$ cat src/rtl/wdg_pkg.sv
package wdg_pkg;
  localparam logic [7:0] REFRESH_KEY = 8'hAC;

  typedef struct packed {
    logic [1:0] win;
    logic       enable;
    logic [2:0] ovf;
  } wdg_cfg_t;

  function automatic wdg_cfg_t decode_cfg(input logic [7:0] b);
    wdg_cfg_t c;
    c.win    = b[6:5];
    c.enable = b[4];
    c.ovf    = b[3:1];
    return c;
  endfunction
endpackage

$ cat src/rtl/wdg_limits.sv
module wdg_limits #(
  parameter int BASE = 10,
  parameter int CW   = BASE + 8
) (
  input  logic [2:0]    ovf_code,
  input  logic [1:0]    win_code,
  output logic [CW-1:0] last_cnt,
  output logic [CW-1:0] open_from
);
  localparam logic [CW-1:0] BASE_LIMIT = CW'(1) << BASE;

  logic [CW-1:0] limit;
  logic [CW-1:0] quarter;
  logic [CW-1:0] open_len;

  always_comb begin
    limit   = BASE_LIMIT << ovf_code;
    quarter = limit >> 2;
    unique case (win_code)
      2'd0:    open_len = quarter;
      2'd1:    open_len = quarter << 1;
      2'd2:    open_len = quarter + (quarter << 1);
      default: open_len = limit;
    endcase
    last_cnt  = limit - CW'(1);
    open_from = limit - open_len;
  end
endmodule

$ cat src/rtl/wdg_key_check.sv
module wdg_key_check #(
  parameter logic [7:0] KEY = 8'hAC
) (
  input  logic       wr,
  input  logic       bitop,
  input  logic [7:0] data,
  input  logic       armed,
  input  logic       in_window,
  output logic       accept,
  output logic       fault
);
  always_comb begin
    accept = 1'b0;
    fault  = 1'b0;
    if (wr) begin
      if (bitop || (data != KEY) || (armed && !in_window)) fault = 1'b1;
      else accept = 1'b1;
    end
  end
endmodule

$ cat src/rtl/wdg_addr_guard.sv
module wdg_addr_guard #(
  parameter int            AW          = 16,
  parameter bit            DATA_PORT   = 1'b0,
  parameter logic [AW-1:0] EXEMPT_FROM = '1
) (
  input  logic          vld,
  input  logic [AW-1:0] addr,
  input  logic [AW-1:0] lo,
  input  logic [AW-1:0] hi,
  output logic          violation
);
  logic outside;
  logic exempt;

  assign outside = (addr < lo) || (addr > hi);

  generate
    if (DATA_PORT) begin : g_data
      assign exempt = (addr >= EXEMPT_FROM);
    end else begin : g_fetch
      assign exempt = 1'b0;
    end
  endgenerate

  assign violation = vld && outside && !exempt;
endmodule

$ cat src/rtl/keyed_window_watchdog.sv
module keyed_window_watchdog #(
  parameter int            BASE        = 10,
  parameter int            AW          = 16,
  parameter logic [AW-1:0] DATA_EXEMPT = 'hFB00
) (
  input  logic          clk,
  input  logic          rst_n,
  input  logic [7:0]    cfg_byte,
  input  logic          kick_wr,
  input  logic [7:0]    kick_data,
  input  logic          kick_bitop,
  input  logic          fetch_vld,
  input  logic [AW-1:0] fetch_addr,
  input  logic          dacc_vld,
  input  logic [AW-1:0] dacc_addr,
  input  logic [AW-1:0] ok_lo,
  input  logic [AW-1:0] ok_hi,
  output logic          wdt_rst
);
  import wdg_pkg::*;

  localparam int CW = BASE + 8;

  wdg_cfg_t      cfg_q;
  logic [CW-1:0] cnt_q;
  logic          first_q;
  logic          pulse_q;

  logic          enabled;
  logic          live;
  logic [CW-1:0] last_cnt;
  logic [CW-1:0] open_from;
  logic          in_window;
  logic          at_last;
  logic          key_accept;
  logic          key_fault;
  logic          fetch_bad;
  logic          data_bad;
  logic          trip;

  assign enabled   = cfg_q.enable;
  assign live      = enabled && !pulse_q;
  assign in_window = (cnt_q >= open_from);
  assign at_last   = (cnt_q == last_cnt);

  wdg_limits #(.BASE(BASE), .CW(CW)) u_limits (
    .ovf_code  (cfg_q.ovf),
    .win_code  (cfg_q.win),
    .last_cnt  (last_cnt),
    .open_from (open_from)
  );

  wdg_key_check #(.KEY(REFRESH_KEY)) u_key (
    .wr        (kick_wr && live),
    .bitop     (kick_bitop),
    .data      (kick_data),
    .armed     (first_q),
    .in_window (in_window),
    .accept    (key_accept),
    .fault     (key_fault)
  );

  wdg_addr_guard #(.AW(AW), .DATA_PORT(1'b0), .EXEMPT_FROM(DATA_EXEMPT)) u_fetch_guard (
    .vld       (fetch_vld && live),
    .addr      (fetch_addr),
    .lo        (ok_lo),
    .hi        (ok_hi),
    .violation (fetch_bad)
  );

  wdg_addr_guard #(.AW(AW), .DATA_PORT(1'b1), .EXEMPT_FROM(DATA_EXEMPT)) u_data_guard (
    .vld       (dacc_vld && live),
    .addr      (dacc_addr),
    .lo        (ok_lo),
    .hi        (ok_hi),
    .violation (data_bad)
  );

  assign trip = key_fault || fetch_bad || data_bad ||
                (live && at_last && !key_accept);

  always_ff @(posedge clk) begin
    if (!rst_n || pulse_q) begin
      cfg_q   <= decode_cfg(cfg_byte);
      cnt_q   <= '0;
      first_q <= 1'b0;
      pulse_q <= 1'b0;
    end else begin
      pulse_q <= trip;
      if (trip) begin
        cnt_q <= '0;
      end else if (key_accept) begin
        cnt_q   <= '0;
        first_q <= 1'b1;
      end else if (enabled) begin
        cnt_q <= cnt_q + CW'(1);
      end
    end
  end

  assign wdt_rst = pulse_q;
endmodule

$ cat config.mk
export PLATFORM = sky130hd
export DESIGN_NAME = keyed_window_watchdog
export DESIGN_NICKNAME = d
export VERILOG_FILES = /design/src/rtl/wdg_pkg.sv /design/src/rtl/wdg_limits.sv /design/src/rtl/wdg_key_check.sv /design/src/rtl/wdg_addr_guard.sv /design/src/rtl/keyed_window_watchdog.sv
export SDC_FILE = /design/constraint.sdc
export NUM_CORES = 1
export LEC_CHECK = 0
export ABC_AREA = 0
export BUFFER_PORTS_ARGS = -buffer_cell sky130_fd_sc_hd__buf_2
export CORE_ASPECT_RATIO = 2
export CORE_MARGIN = 3
export CORE_UTILIZATION = 34
export CTS_BUF_LIST = sky130_fd_sc_hd__clkbuf_16
export CTS_CLUSTER_DIAMETER = 50
export CTS_CLUSTER_SIZE = 14
export DETAILED_ROUTE_END_ITERATION = 10
export GPL_TIMING_DRIVEN = 0
export SETUP_SLACK_MARGIN = 0.5
export SLEW_MARGIN = 10
export SYNTH_ARGS = -nofsm -noshare
export SYNTH_HDL_FRONTEND = slang
export SYNTH_SLANG_ARGS = --single-unit
$ cat constraint.sdc
create_clock -name clk -period 5.05 [get_ports clk]
set_input_delay 0.505 -clock clk [delete_from_list [all_inputs] [get_ports clk]]
set_output_delay 0.505 -clock clk [all_outputs]
set_load 0.005 [all_outputs]
# ---- After elaboration in Yosys (flattened, before gate mapping)
# Index checks and enable logic that the tools add are counted.
dict set report totals {
  regBits 26
  inputBits 86
  output_inout_bits 1
  elab_cells 53
}
dict set report op_classes {
  add_sub_neg 4
  n_lt_le_gt_ge 6
  n_eq_ne 4
  n_shift 1
  n_mux 5
  n_bitwise 1
  n_reduce_logical 26
}
# cell n
set op_table {}
lappend op_table {{one-hot mux 18 bit (3 select lines)} 1}
lappend op_table {{greater-than comparator 16 bit} 2}
lappend op_table {{< comparator 16 bit} 2}
lappend op_table {{adder 16 x 17 -> 18 bit} 1}
lappend op_table {{adder 18 x 1 -> 18 bit (second input constant)} 1}
lappend op_table {{== test 18 bit} 1}
lappend op_table {{greater-or-equal comparator 18 bit} 1}
lappend op_table {{<< shifter 11 x 3 -> 18 bit (first input constant)} 1}
lappend op_table {{subtractor 18 x 1 -> 18 bit (second input constant)} 1}
lappend op_table {{subtractor 18 bit} 1}
lappend op_table {{greater-or-equal comparator 16 bit (second input constant)} 1}
lappend op_table {{logical AND 1 bit} 10}
lappend op_table {{logical OR 1 bit} 8}
lappend op_table {{!= test 8 bit (second input constant)} 1}
lappend op_table {{logical NOT 1 bit} 5}
lappend op_table {{two-way mux 1 bit} 4}
lappend op_table {{OR reduction 3 bit} 1}
lappend op_table {{== test 2 x 1 -> 1 bit (second input constant)} 1}
lappend op_table {{== test 2 bit (second input constant)} 1}
lappend op_table {{logical NOT 2 bit} 1}
lappend op_table {{AND reduction 2 bit} 1}
lappend op_table {{NOT 1 bit} 1}

# ---- Depth between registers and ports, before layout
dict set report depth {
  ltp_word 15
  depth_mapped 21
}

# ---- Hierarchy
# Synthesis repeated with hierarchy kept, for this count alone.
dict set report unflattened {
  hier_cells 569
  hier_area_um2 4279.1
}
# mod instances cells_per_inst area_per_inst_um2 seq_area_each_um2
set by_module_without_submodules {}
lappend by_module_without_submodules {keyed_window_watchdog 1 193 1709.1 580.6}
lappend by_module_without_submodules {wdg_limits 1 142 928.4 0.0}
lappend by_module_without_submodules {{wdg_addr_guard at u_data_guard} 1 115 807.0 0.0}
lappend by_module_without_submodules {{wdg_addr_guard at u_fetch_guard} 1 111 782.0 0.0}
lappend by_module_without_submodules {wdg_key_check 1 8 52.6 0.0}

# ---- Worst setup path before layout
# OpenSTA, ideal clock, no wires.
dict set report synth_timing {
  kind {register to register}
  from {register cfg_q[1] (netlist bit)}
  to {register pulse_q (netlist: wdt_rst)}
  setup_ns 0.122
  t_arrival_ns 4.018
  slack_ns 0.911
  path_stages_with_launch 20
  n_path_buf 2
  synth_period_minus_slack_ns 4.139
  cell_sequence {edfxtp_1 > buf_2 > clkbuf_1 > nand2_1 > nor2_1 > inv_1 > ha_1 > ha_1 > a22oi_1 > ha_1 > a21boi_0 > o221ai_1 > a21oi_1 > nor3_1 > or3b_2 > ha_1 > o211ai_1 > a311oi_1 > nor3_1 > o31a_2}
}
dict set report synth_via {
  elab_chain_len 13
}
# element line
set synth_lines {}
lappend synth_lines {{start: declaration} keyed_window_watchdog.sv:24} ;# wdg_cfg_t cfg_q;
lappend synth_lines {{start signal: assignment} keyed_window_watchdog.sv:84} ;# cfg_q <= decode_cfg(cfg_byte);
lappend synth_lines {{<< shifter 11 x 3 -> 18 bit (*)} wdg_limits.sv:17} ;# limit = BASE_LIMIT << ovf_code;
lappend synth_lines {{adder 16 x 17 -> 18 bit} wdg_limits.sv:22} ;# 2'd2: open_len = quarter + (quarter << 1);
lappend synth_lines {{one-hot mux 18 bit (3 select lines)} wdg_limits.sv:19} ;# unique case (win_code)
lappend synth_lines {{subtractor 18 bit} wdg_limits.sv:26} ;# open_from = limit - open_len;
lappend synth_lines {{greater-or-equal comparator 18 bit} keyed_window_watchdog.sv:43} ;# assign in_window = (cnt_q >= open_from);
lappend synth_lines {{logical NOT 1 bit} wdg_key_check.sv:16} ;# if (bitop || (data != KEY) || (armed && !in_window)) fault = 1'b1;
lappend synth_lines {{logical AND 1 bit} wdg_key_check.sv:16}
lappend synth_lines {{logical OR 1 bit} wdg_key_check.sv:16}
lappend synth_lines {{two-way mux 1 bit} wdg_key_check.sv:16}
lappend synth_lines {{two-way mux 1 bit} wdg_key_check.sv:15} ;# if (wr) begin
lappend synth_lines {{logical OR 1 bit or logical NOT 1 bit (tied branches)} {keyed_window_watchdog.sv:79, keyed_window_watchdog.sv:80}}
lappend synth_lines {{logical OR 1 bit or logical AND 1 bit (tied branches)} {keyed_window_watchdog.sv:79, keyed_window_watchdog.sv:80}}
lappend synth_lines {{logical OR 1 bit (*)} keyed_window_watchdog.sv:79} ;# assign trip = key_fault || fetch_bad || data_bad ||
lappend synth_lines {{end signal: assignment} keyed_window_watchdog.sv:89} ;# pulse_q <= trip;
lappend synth_lines {{end: declaration} keyed_window_watchdog.sv:27} ;# logic pulse_q;
# Every way passes the cells marked *; elsewhere a longest branch is shown, timed or not.
# A chain may end at the register's enable or synchronous reset.

# ---- Worst setup path after layout
dict set report layout_timing {
  from {register cfg_q[0] (netlist bit)}
  to {register pulse_q (netlist: wdt_rst)}
}
# Same word-level chain as after synthesis.

==> run_results.csv <==
group,metric,value,unit
timing,fin_skew,0.00332,ns
power,total_power,873,uW
logic_synthesis,synth_area_per_cell,7.94,sq um
drt,vias,3953,
critical_path,cp-end-kind,"register",
worst_hold_path,hold_path_class,"input port to register",
logic_synthesis,synth_flop_cell,"dfxtp_1",
run_status,status,"completed",
critical_path,critical_path_class,"register to register",
placement,place_ws,0.172,ns
finish,nets,745,
floorplan,die_x,80.8,microns
critical_path,critPathLaunch,"cfg_q[0]",
clock_tree,cts_tree,"built",
critical_path,critPathLaunchType,"register",
logic_synthesis,ys_ff_latch,26,
drt,dr.pass1.iters,4,
global_route,antenna_found_initial,0,
finish,final_common_cell,"buf_2",
finish,syn_to_final_growth,20.4,%
drt,viasPerCell,5.56,
power,vdd_drop_max,117,uV
drt,drtAntennaViolNets,0,
drt,route.met2.wl,6470,microns
global_route,grt_max_degree,16,
clock_tree,clockBufferDepth,2,
clock_tree,htreeDepth,1,
logic_synthesis,synth_edf_count,6,
logic_synthesis,synth_seq_area_share,0.153,
clock_tree,cts.clk_slew.worst_paths,0.06,ns
critical_path,reg2reg_depth,21,
critical_path,worstPathArrival,4.48,ns
timing,hold_viol,0,
timing,worst_pin_slew,0.620,ns
logic_synthesis,synthArstFlopShare,0,
finish,most-common-layout-cells,"buf_2 (90), ha_1 (86), inv_1 (48)",
logic_synthesis,synthesis.area,0.00380,sq mm
logic_synthesis,syn_nets,652,
placement,dp_hpwl,10200,microns
drt,wl_met1,3800,microns
timing,finalCritPeriodShare,0.855,
timing,period_minus_slack,4.32,ns
drt,routed-wl-met3,450,microns
placement,placedCellCount,703,
drt,drt-initial-drc-count,148,
floorplan,core_region_area,0.0109,sq mm
power,powerDensity,191,mW/mm^2
clock_tree,clk_latency,0.27,ns
critical_path,worstPathRequired,5.21,ns
logic_synthesis,yosys.area.top_type,"ha_1",
finish,n_antenna_cell,0,
clock_tree,cts.sinks,26,
timing,rsz0062_at_grt,"false",
global_route,grt_pass1_wl,18900,microns
clock_tree,hold_buffers,0,
placement,portBuffers,84,
clock_tree,cts_buffers,3,
logic_synthesis,syn_inst,479,
critical_path,r2r-end,"wdt_rst",
timing,slew_violations,0,
global_route,gr-usage-all-layers,0.194,
run,cap_violations,0,
timing,finalWorstSetupSlack,0.730,ns
floorplan,initial_utilization,0.347,
logic_synthesis,synth_top_cell_area_share,0.286,
logic_synthesis,synth_area_leaders,"ha_1 (29%), dfxtp_1 (11%), a21oi_1 (4.7%), edfxtp_1 (4.7%), inv_1 (4.7%)",
finish,drive_gt1_frac,0.203,
critical_path,reg2reg_from,"cfg_q[0]",
timing,tns,0,ns
drt,topRoutingLayerUsed,"met4",
floorplan,die_h,156,microns
critical_path,crit_top_cell,"ha_1",
global_route,grt_pass1_vias,4226,
critical_path,crit_path_cell_trace,"buf_2 > buf_2 > buf_4 > nor2_4 > inv_1 > ha_1 > ha_1 > a22oi_2 > ha_4 > a21oi_2 > o21ai_0 > a21oi_2 > o21bai_1 > a21oi_1 > xor2_1 > ha_1 > o21a_1 > o211ai_1 > a311oi_1 > nor3_1 > o31a_2",
finish,finalNonFillerCells,711,
drt,wl_per_cell,16.5,microns
timing,setup_viol,0,
clock_tree,clock-root-buffer,"clkbuf_16",
timing,fmax,231,MHz
critical_path,max_stage_delay,0.35,ns
timing,slew_headroom,0.581,
critical_path,cp-endpoint,"wdt_rst",
placement,place.gp.congestion,0.881,
power,p_leak,2.14,nW
logic_synthesis,synth.distinct_cells,61,
critical_path,r2r_slack,0.73,ns
floorplan,die_area,0.0126,sq mm
floorplan,io_pins,87,
critical_path,crit_fanout,10,
global_route,overflow,0,
floorplan,rows,54,
drt,wirelength,11700,microns
critical_path,crit_path_top_delay_cell,"edfxtp_1",
logic_synthesis,synth_warnings,0,
drt,route.detailed.drc,0,
==> registers in the layout, indices dropped and copies added, names as in the netlist <==
signal   flops
first_q      1
enabled      1
cfg_q        5
wdt_rst      1
cnt_q       18
==> power by group <==
group / leakage, nW / switching, mW / internal, mW / total [mW]
Sequential: 0.221 / 0.00524 / 0.221 / 0.226
Combinational: 1.87 / 0.250 / 0.182 / 0.432
Clock: 0.0493 / 0.0763 / 0.138 / 0.214
==> worst max-delay path, delay by kind of cell, from the launching register on <==
kind            cells  cell delay [ns]
fa+ha+maj           4             1.06
compound gates     10             1.81
simple gates        2             0.20
flops               1             0.35
xor+xnor            1             0.17
buf+inv             4             0.62
==> metal layers <==
layer  global-route usage  vias to the layer above
met5                    0                        -
met4                0.159                        0
met3               0.0208                       45
met2                0.386                      130
met1                0.159                     1802
li1                     -                     1976
==> kinds of logic (layout without fill, tap and decap cells) <==
group                      count (synthesis)  after routing  synth area share
buffers and inverters                     63            155            0.0658
AOI/OAI and AO/OA                        111            111             0.199
and+or+nand+nor                          163            163             0.229
adders and majority gates                 87             87             0.286
xor gates and xnor gates                  26             26            0.0599
DFF                                       26             26             0.153
muxes                                      2              2           0.00560
other                                      1              1          0.000987
==> cell type report <==
class                           count  area, sq um
Tap cell                          140          175
Buffer                             15         78.8
Timing Repair Buffer               88          450
Inverter                           48          180
Fill cell                        1165         6370
Clock buffer                        4          100
Multi-Input combinational cell    390         3010
Sequential cell                    26          581
==> how the worst min path moves through the flow <==
stage / start / endpoint / cells past startpoint
final: cfg_byte[4] / enabled / 1
after global routing: cfg_byte[5] / cfg_q[4] / 1
after CTS: cfg_byte[5] / cfg_q[4] / 1
after detailed placement: first_q / first_q / 2
after global placement: first_q / first_q / 2
after floorplan: first_q / first_q / 2
==> Yosys cell counts, drive strengths merged, types with 4 or more instances <==
library cell / instances
nor2b: 10
nand3: 21
or3: 4
a21o: 9
nand2b: 4
nand2: 32
a211oi: 4
a22oi: 4
buf: 6
dfxtp: 20
nor2: 26
nor3: 15
ha: 87
and3: 4
edfxtp: 6
inv: 48
xnor2: 8
nand4: 19
a2111oi: 7
xor2: 18
a21oi: 36
clkbuf: 9
nor4: 14
o21ai: 14
==> what timing repair did <==
item                                    in CTS  in global routing
setup buffers                                2                  2
pin swaps                                    1                  4
endpoints found under the setup margin       1                  1
resized for setup                            7                 10
hold endpoints to repair                     0                  0
==> through the flow <==
stage / utilization / area (sq um) / hold WS, ns
6_report: 0.418 / 4580 / 0.412
3_3_place_gp: 0.402 / 4400 / 0.436
4_1_cts: 0.414 / 4530 / 0.403
2_1_floorplan: - / 3800 / 0.420
5_1_grt: 0.418 / 4580 / 0.403
3_5_place_dp: 0.402 / 4400 / 0.447
(Power assumes the default switching activity.)
